[src/rtl/pwm4_pkg.sv]
package pwm4_pkg;

   localparam int CS_W = 3;

   typedef struct packed {
      logic en;
      logic inv;
      logic auto_rl;
   } chan_ctl_t;

   // last value of the divide counter for a divider code
   function automatic logic [3:0] div_last(input logic [2:0] code);
      case (code)
         3'd0:    return 4'd1;
         3'd1:    return 4'd3;
         3'd2:    return 4'd7;
         3'd3:    return 4'd15;
         default: return 4'd0;
      endcase
   endfunction

   function automatic int pre_lsb(input int pair, input int pre_w);
      return pre_w * pair;
   endfunction

   function automatic int cs_lsb(input int ch);
      return 4 * ch;
   endfunction

   function automatic int ctl_lsb(input int ch);
      return (ch == 0) ? 0 : 4 + 4 * ch;
   endfunction

   function automatic int chan_base(input int ch);
      return 12 + 12 * ch;
   endfunction

endpackage

[src/rtl/pwm4_prescaler.sv]
module pwm4_prescaler #(
   parameter int PRE_W = 8
) (
   input  logic             clk,
   input  logic             rst_n,
   input  logic [PRE_W-1:0] div_val,
   output logic             tick
);
   logic [PRE_W-1:0] cnt;

   assign tick = (cnt >= div_val);

   always_ff @(posedge clk) begin
      if (!rst_n)    cnt <= '0;
      else if (tick) cnt <= '0;
      else           cnt <= cnt + 1'b1;
   end

   assert_pre_count_R3: assert property (@(posedge clk) disable iff (!rst_n)
      !tick |=> (cnt == $past(cnt) + 1'b1));
   assert_pre_wrap_R3: assert property (@(posedge clk) disable iff (!rst_n)
      tick |=> (cnt == '0));
endmodule

[src/rtl/pwm4_channel.sv]
module pwm4_channel
   import pwm4_pkg::*;
#(
   parameter int CNT_W = 16
) (
   input  logic             clk,
   input  logic             rst_n,
   input  chan_ctl_t        ctl,
   input  logic [CS_W-1:0]  div_code,
   input  logic             pre_tick,
   input  logic [CNT_W-1:0] period,
   input  logic [CNT_W-1:0] cmp,
   output logic [CNT_W-1:0] live_cnt,
   output logic             wave,
   output logic             period_end
);
   logic             running, en_d, start, ch_tick;
   logic [CNT_W-1:0] cnt, m_act;
   logic [3:0]       divcnt;

   assign start    = ctl.en & ~en_d;
   assign ch_tick  = pre_tick & (divcnt == div_last(div_code));
   assign live_cnt = cnt;
   assign wave     = (running && (cnt <= m_act)) ^ ctl.inv;

   always_ff @(posedge clk) begin
      if (!rst_n) begin
         running    <= 1'b0;
         en_d       <= 1'b0;
         cnt        <= '0;
         m_act      <= '0;
         divcnt     <= '0;
         period_end <= 1'b0;
      end else begin
         en_d       <= ctl.en;
         period_end <= 1'b0;
         if (!ctl.en) begin
            running <= 1'b0;
         end else if (start) begin
            running <= (period != '0);
            cnt     <= period;
            m_act   <= cmp;
            divcnt  <= '0;
         end else if (running && pre_tick) begin
            if (ch_tick) begin
               divcnt <= '0;
               if (cnt == '0) begin
                  period_end <= 1'b1;
                  if (ctl.auto_rl && period != '0) begin
                     cnt   <= period;
                     m_act <= cmp;
                  end else begin
                     running <= 1'b0;
                  end
               end else begin
                  cnt <= cnt - 1'b1;
               end
            end else begin
               divcnt <= divcnt + 1'b1;
            end
         end
      end
   end

   assert_count_step_R5: assert property (@(posedge clk) disable iff (!rst_n)
      (running && ctl.en && !start && ch_tick && cnt != '0) |=> (cnt == $past(cnt) - 1'b1));
   assert_count_hold_R4: assert property (@(posedge clk) disable iff (!rst_n)
      (running && ctl.en && !start && !pre_tick) |=> $stable(cnt));
   assert_pend_src_R5: assert property (@(posedge clk) disable iff (!rst_n)
      period_end |-> $past(running));
   assert_stop_R12: assert property (@(posedge clk) disable iff (!rst_n)
      !ctl.en |=> !running);
   assert_zero_start_R8: assert property (@(posedge clk) disable iff (!rst_n)
      (start && period == '0) |=> !running);
endmodule

[src/rtl/pwm4_regs.sv]
module pwm4_regs
   import pwm4_pkg::*;
#(
   parameter int NUM_CH  = 4,
   parameter int CNT_W   = 16,
   parameter int PRE_W   = 8,
   parameter int ADDR_W  = 8,
   parameter int DATA_W  = 32,
   localparam int NUM_PAIR = NUM_CH / 2
) (
   input  logic              clk,
   input  logic              rst_n,
   input  logic              we,
   input  logic [ADDR_W-1:0] addr,
   input  logic [DATA_W-1:0] wdata,
   output logic [DATA_W-1:0] rdata,
   input  logic [CNT_W-1:0]  live_cnt [NUM_CH],
   output logic [PRE_W-1:0]  pre_val  [NUM_PAIR],
   output logic [CS_W-1:0]   cs_code  [NUM_CH],
   output chan_ctl_t         ctl      [NUM_CH],
   output logic [CNT_W-1:0]  period   [NUM_CH],
   output logic [CNT_W-1:0]  cmp      [NUM_CH]
);
   localparam logic [ADDR_W-1:0] A_PRE = ADDR_W'(0);
   localparam logic [ADDR_W-1:0] A_CS  = ADDR_W'(4);
   localparam logic [ADDR_W-1:0] A_CTL = ADDR_W'(8);

   logic unused_wdata;
   assign unused_wdata = ^wdata;

   always_ff @(posedge clk) begin
      if (!rst_n) begin
         for (int p = 0; p < NUM_PAIR; p++) pre_val[p] <= '0;
         for (int i = 0; i < NUM_CH; i++) begin
            cs_code[i] <= '0;
            ctl[i]     <= '0;
            period[i]  <= '0;
            cmp[i]     <= '0;
         end
      end else if (we) begin
         if (addr == A_PRE)
            for (int p = 0; p < NUM_PAIR; p++)
               pre_val[p] <= wdata[pre_lsb(p, PRE_W) +: PRE_W];
         if (addr == A_CS)
            for (int i = 0; i < NUM_CH; i++)
               cs_code[i] <= wdata[cs_lsb(i) +: CS_W];
         if (addr == A_CTL)
            for (int i = 0; i < NUM_CH; i++) begin
               ctl[i].en      <= wdata[ctl_lsb(i)];
               ctl[i].inv     <= wdata[ctl_lsb(i) + 2];
               ctl[i].auto_rl <= wdata[ctl_lsb(i) + 3];
            end
         for (int i = 0; i < NUM_CH; i++) begin
            if (addr == ADDR_W'(chan_base(i)))     period[i] <= wdata[CNT_W-1:0];
            if (addr == ADDR_W'(chan_base(i) + 4)) cmp[i]    <= wdata[CNT_W-1:0];
         end
      end
   end

   always_comb begin
      rdata = '0;
      if (addr == A_PRE)
         for (int p = 0; p < NUM_PAIR; p++) rdata[pre_lsb(p, PRE_W) +: PRE_W] = pre_val[p];
      if (addr == A_CS)
         for (int i = 0; i < NUM_CH; i++) rdata[cs_lsb(i) +: CS_W] = cs_code[i];
      if (addr == A_CTL)
         for (int i = 0; i < NUM_CH; i++) begin
            rdata[ctl_lsb(i)]     = ctl[i].en;
            rdata[ctl_lsb(i) + 2] = ctl[i].inv;
            rdata[ctl_lsb(i) + 3] = ctl[i].auto_rl;
         end
      for (int i = 0; i < NUM_CH; i++) begin
         if (addr == ADDR_W'(chan_base(i)))     rdata[CNT_W-1:0] = period[i];
         if (addr == ADDR_W'(chan_base(i) + 4)) rdata[CNT_W-1:0] = cmp[i];
         if (addr == ADDR_W'(chan_base(i) + 8)) rdata[CNT_W-1:0] = live_cnt[i];
      end
   end

   assert_period_wr_R2: assert property (@(posedge clk) disable iff (!rst_n)
      (we && addr == ADDR_W'(chan_base(0))) |=> (period[0] == $past(wdata[CNT_W-1:0])));
   assert_cmp_hold_R11: assert property (@(posedge clk) disable iff (!rst_n)
      !we |=> $stable(cmp[0]));
endmodule

[src/rtl/pwm4_unit.sv]
module pwm4_unit
   import pwm4_pkg::*;
#(
   parameter int NUM_CH = 4,
   parameter int CNT_W  = 16,
   parameter int PRE_W  = 8,
   parameter int ADDR_W = 8,
   parameter int DATA_W = 32
) (
   input  logic              clk,
   input  logic              rst_n,
   input  logic              bus_we,
   input  logic [ADDR_W-1:0] bus_addr,
   input  logic [DATA_W-1:0] bus_wdata,
   output logic [DATA_W-1:0] bus_rdata,
   output logic [NUM_CH-1:0] pwm_out,
   output logic [NUM_CH-1:0] period_end
);
   localparam int NUM_PAIR = NUM_CH / 2;

   if (NUM_CH < 2 || NUM_CH > 4 || (NUM_CH % 2) != 0) begin : g_bad_ch
      $error("pwm4_unit: NUM_CH must be 2 or 4");
   end
   if (CNT_W > DATA_W || PRE_W * NUM_PAIR > DATA_W) begin : g_bad_w
      $error("pwm4_unit: field widths exceed the data word");
   end
   if (ADDR_W < 6) begin : g_bad_a
      $error("pwm4_unit: address too narrow for the register map");
   end

   logic [PRE_W-1:0] pre_val  [NUM_PAIR];
   logic             pre_tick [NUM_PAIR];
   logic [CS_W-1:0]  cs_code  [NUM_CH];
   chan_ctl_t        ctl      [NUM_CH];
   logic [CNT_W-1:0] period   [NUM_CH];
   logic [CNT_W-1:0] cmp      [NUM_CH];
   logic [CNT_W-1:0] live_cnt [NUM_CH];

   pwm4_regs #(
      .NUM_CH(NUM_CH), .CNT_W(CNT_W), .PRE_W(PRE_W), .ADDR_W(ADDR_W), .DATA_W(DATA_W)
   ) u_regs (
      .clk(clk), .rst_n(rst_n), .we(bus_we), .addr(bus_addr), .wdata(bus_wdata),
      .rdata(bus_rdata), .live_cnt(live_cnt), .pre_val(pre_val), .cs_code(cs_code),
      .ctl(ctl), .period(period), .cmp(cmp)
   );

   for (genvar p = 0; p < NUM_PAIR; p++) begin : g_pair
      pwm4_prescaler #(.PRE_W(PRE_W)) u_pre (
         .clk(clk), .rst_n(rst_n), .div_val(pre_val[p]), .tick(pre_tick[p])
      );
   end

   for (genvar i = 0; i < NUM_CH; i++) begin : g_ch
      pwm4_channel #(.CNT_W(CNT_W)) u_ch (
         .clk(clk), .rst_n(rst_n), .ctl(ctl[i]), .div_code(cs_code[i]),
         .pre_tick(pre_tick[i/2]), .period(period[i]), .cmp(cmp[i]),
         .live_cnt(live_cnt[i]), .wave(pwm_out[i]), .period_end(period_end[i])
      );
   end
endmodule

[config.mk]
export PLATFORM = sky130hd
export DESIGN_NAME = pwm4_unit
export DESIGN_NICKNAME = d
export VERILOG_FILES = /design/src/rtl/pwm4_pkg.sv /design/src/rtl/pwm4_prescaler.sv /design/src/rtl/pwm4_channel.sv /design/src/rtl/pwm4_regs.sv /design/src/rtl/pwm4_unit.sv
export SDC_FILE = /design/constraint.sdc
export NUM_CORES = 1
export LEC_CHECK = 0
export CAP_MARGIN = 20
export CORE_ASPECT_RATIO = 1.2
export CORE_MARGIN = 5
export CORE_UTILIZATION = 25
export CTS_BUF_LIST = sky130_fd_sc_hd__clkbuf_16
export DETAILED_ROUTE_END_ITERATION = 12
export SLEW_MARGIN = 5
export SYNTH_ARGS = -nofsm -noshare
export SYNTH_HDL_FRONTEND = slang
export SYNTH_HIERARCHICAL = 1
export SYNTH_SLANG_ARGS = --single-unit
[constraint.sdc]
create_clock -name clk -period 3.56 [get_ports clk]
set_input_delay 0.534 -clock clk [delete_from_list [all_inputs] [get_ports clk]]
set_output_delay 0.534 -clock clk [all_outputs]
set_load 0.005 [all_outputs]
==> out/results.ini <==
[status]
status = completed

[grt]
global_route.usage.total_pct = 17.3
grt_max_degree = 142
antenna_found_initial = 9
globalRouteOverflowTotal = 0
grt_pass1_vias = 19000
global_route_wire_length_before_repair_mm = 120

[synthesis]
number_of_enable_flip_flop_cells_after_synthesis = 0
syn_inst = 2615
synth_cell_type_count = 87
synthFlopType = dfxtp_1
synth_async_sr_flop_share_pct = 0
post_synth_mux_area_share_pct = 7.18
post_synth_fa_ha_maj_area_fraction_pct = 5.64
postSynthAreaPerCell_um2 = 7.98
yosys.area_share.xor_xnor_pct = 1.34
combinational_family_with_the_most_area_after_synthesis = simple AND/OR/NAND/NOR gates
yosys.area_share.simple_pct = 25.8
synth-warning-count = 6
synth_sequential_area_ratio_pct = 32.6
synth-compound-area-share_pct = 21.2
mapped_area_um2 = 20900
yosys_register_bits = 340

[placement]
gp_congestion = 0.973
hpwl_mm = 60.4
placed_cell_area_um2 = 23400
placedCellCount = 3791
port_buffers = 56

[route]
antenna_violating_nets_post_route = 0
num_vias = 20200
route.met3.wl_mm = 5.39
drt-vias-per-instance = 5.22
drt_iter0_drc = 1672
wl_per_cell_um = 21.0
detailroute.wirelength.met2_mm = 39.1
highest-signal-layer = met5
drtPass1Iterations = 6
drt-met1-wl_mm = 32.9
drc = 0
wl_mm = 81.1

[floorplan]
die_width_um = 274
fp.dieArea_um2 = 89400
top_level_ports = 83
placeableCoreArea_um2 = 83200
die_h_um = 326
floorplan.initialDensity_pct = 25.1
rows = 116

[clock_tree]
tritoncts_num_sinks = 340
clk_pin_slew_worst_paths_ns = 0.06
count_of_h_tree_levels_built_during_cts = 2
cts_made_buffers = 39
clk_root_buffer_cell = clkbuf_16
clkLatencyLatePin_ns = 0.57
ctsLongestPathBuffers = 3
cts_tree = yes
hold_buffer_count_at_cts = 0

[cells_and_area]
postLayoutCellArea_um2 = 24900
multi_input_comb_area_um2 = 13000
count_of_non_filler_cells_in_the_finished_layout = 3871
areaGrowthSynthToFinish_pct = 19.5
nNetsFinal = 2855
final-seq-area_um2 = 6820
fillerInstances = 8952
fin_util_pct = 30.0
drive_above_1_share_pct = 12.6

[timing]
fmax_ghz = 0.284
grt_setup_unrepaired = true
slew_viol_final = 0
final_period_minus_worst_setup_slack_ns = 3.52
final_min_period_over_clock_period_pct = 98.9
relative_slew_margins_pct = 27.4
fin_setup_tns_ns = 0
timing.clock.skew_ns = 0.0212
setup_viol = 0
timing_worst_slew_pin_value_ns = 1.09
fin_hold_ws_ns = 0.439
hold_viol = 0

[flow_run]
cap_viol_max_count = 0

[min_path]
worstHoldPathType = in -> reg
worstHoldStart = rst_n

[setup_path]
path_max_fanout = 9
worstSetupEndpointType = primary output
critical_path_required_ns = 3.03
crit-reg2reg-launch = u_regs/pre_val[11]$_SDFFE_PN0P_
timing_worst_setup_path_type = in -> out
startpoint = bus_addr[1]
timing.critical_path.arrival_ns = 2.99
startpoint_type = primary input

[power_and_ir_drop]
power_per_cell_area_nw_per_um2 = 343
power.ir.vdd_worst_v = 0.000275
power_leakage_nw = 9.73

==> cells in the mapped netlist, drive strengths merged (11+ instances only) <==
cell type | instances | area, um2
and3 | 26 | 163
nor4 | 49 | 398
nor2 | 101 | 410
or3 | 23 | 144
mux2i | 144 | 1440
o311ai | 15 | 166
o22ai | 73 | 457
o21a | 11 | 82.6
nor3 | 43 | 238
nor2b | 79 | 494
a21boi | 140 | 1090
o211ai | 22 | 165
a21oi | 147 | 803
or4 | 39 | 330
inv | 99 | 372
nand3 | 54 | 275
a211oi | 16 | 120
and2 | 20 | 125
buf | 98 | 612
nand4 | 32 | 200
dfxtp | 340 | 6810
a22oi | 11 | 82.6
xor2 | 18 | 158
nand2b | 26 | 163
a21o | 18 | 135
clkbuf | 83 | 313
nand2 | 550 | 2060
a221oi | 12 | 105
o21ai | 79 | 395
xnor2 | 14 | 123
ha | 94 | 1180
a31oi | 25 | 216
==> where the power goes <==
part	leakage [nW]	switching, mW	total [mW]	internal (mW)
registers	2.74	0.00388	3.81	3.81
logic	6.33	0.329	0.513	0.184
clock network	0.656	1.71	4.22	2.51
==> timing repair <==
action | 4_1_cts | 5_1_grt
pin swaps | 7 | 15
resized for setup | 34 | 46
setup buffers | 1 | 6
setup endpoints to repair | 17 | 15
==> metrics by stage <==
| stage | total power [mW] | setup slack (ns) |
|---|---|---|
| detailed placement | 4.39 | -0.407 |
| finish | 8.54 | 0.0401 |
| floorplan | 4.15 | 0.819 |
| CTS | 8.62 | 0.00147 |
| global placement | 4.39 | -0.369 |
| global route | 8.79 | -0.0575 |
==> layer usage <==
| metal | global-route usage (%) | vias to the layer above |
|---|---|---|
| met5 | 0 | - |
| met4 | 7.02 | 6 |
| met3 | 2.82 | 173 |
| met2 | 30.2 | 742 |
| met1 | 21.3 | 9728 |
| li1 | - | 9543 |
==> logic make-up after synthesis <==
family | after synthesis
AOI/OAI and AO/OA | 633
xor gates and xnor gates | 32
adders and majority gates | 94
buffers and inverters | 281
DFF | 340
muxes | 149
other | 1
and+or+nand+nor | 1085
==> flip-flops by register name, summed over array words and instances, names as in the netlist <==
| register | cells |
|---|---|
| u_regs/pre_val | 16 |
| g_ch.u_ch/running | 4 |
| g_ch.u_ch/en_d | 4 |
| g_ch.u_ch/live_cnt | 64 |
| g_pair.u_pre/cnt | 16 |
| g_ch.u_ch/m_act | 64 |
| g_ch.u_ch/divcnt | 16 |
| u_regs/cmp | 64 |
| u_regs/ctl | 12 |
| g_ch.u_ch/period_end | 4 |
| u_regs/cs_code | 12 |
| u_regs/period | 64 |
==> area by class of cell <==
class	count	share of cell area, %
clock buffers	41	4.11
clock inverters	27	1.12
repair buffers	231	8.21
inverters	100	1.51
multi-input cells	2006	52.0
diodes	5	0.0502
well taps	1121	5.63
flip-flops and latches	340	27.4
==> placed cells by master (no fill, tap or decap), types with 10 or more instances in the layout <==
cell and n:
or3_1 23, inv_1 106, nand4_1 32, a211oi_1 15, nor2_1 96, a221oi_1 10, buf_4 159, dfxtp_2 14
and3_1 26, nor4_1 40, clkdlybuf4s50_1 36, xnor2_1 14, a21o_1 18, nand2_1 548, mux2i_1 144, and2_1 20
a21boi_2 10, a31oi_1 20, ha_1 93, o21ai_0 71, conb_1 13, a21oi_1 136, nor2b_1 79, dfxtp_1 326
nand2b_1 26, or4_4 10, a22oi_1 10, clkbuf_16 41, a21boi_0 83, o211ai_1 22, o22ai_1 72, buf_12 12
xor2_1 18, or4_1 29, a21boi_1 47, nor3_1 40, nand3_1 53, o21a_1 11
==> critical path, cell delays in order <==
cell and delay (ns):
clkdlybuf4s50_1 0.44, buf_4 0.17, nor2_1 0.13, buf_6 0.17, nand2_1 0.06, buf_4 0.19
nor3_1 0.24, a221oi_2 0.09, o22ai_1 0.24, o21a_1 0.20, clkdlybuf4s50_1 0.52
==> final timing paths <==
kind / slack (ns) / end / depth (start not counted)
worst min register to register: 0.46 / g_ch[1].u_ch/m_act[7]$_SDFFE_PN0P_ / 2
worst max-delay path: 0.04 / bus_rdata[3] / 11
worst max register to register: 0.19 / g_ch[1].u_ch/m_act[11]$_SDFFE_PN0P_ / 12
worst min-delay path: 0.44 / g_ch[1].u_ch/live_cnt[0]$_SDFFE_PN0P_ / 3
Power figures use the tool's default switching activity.
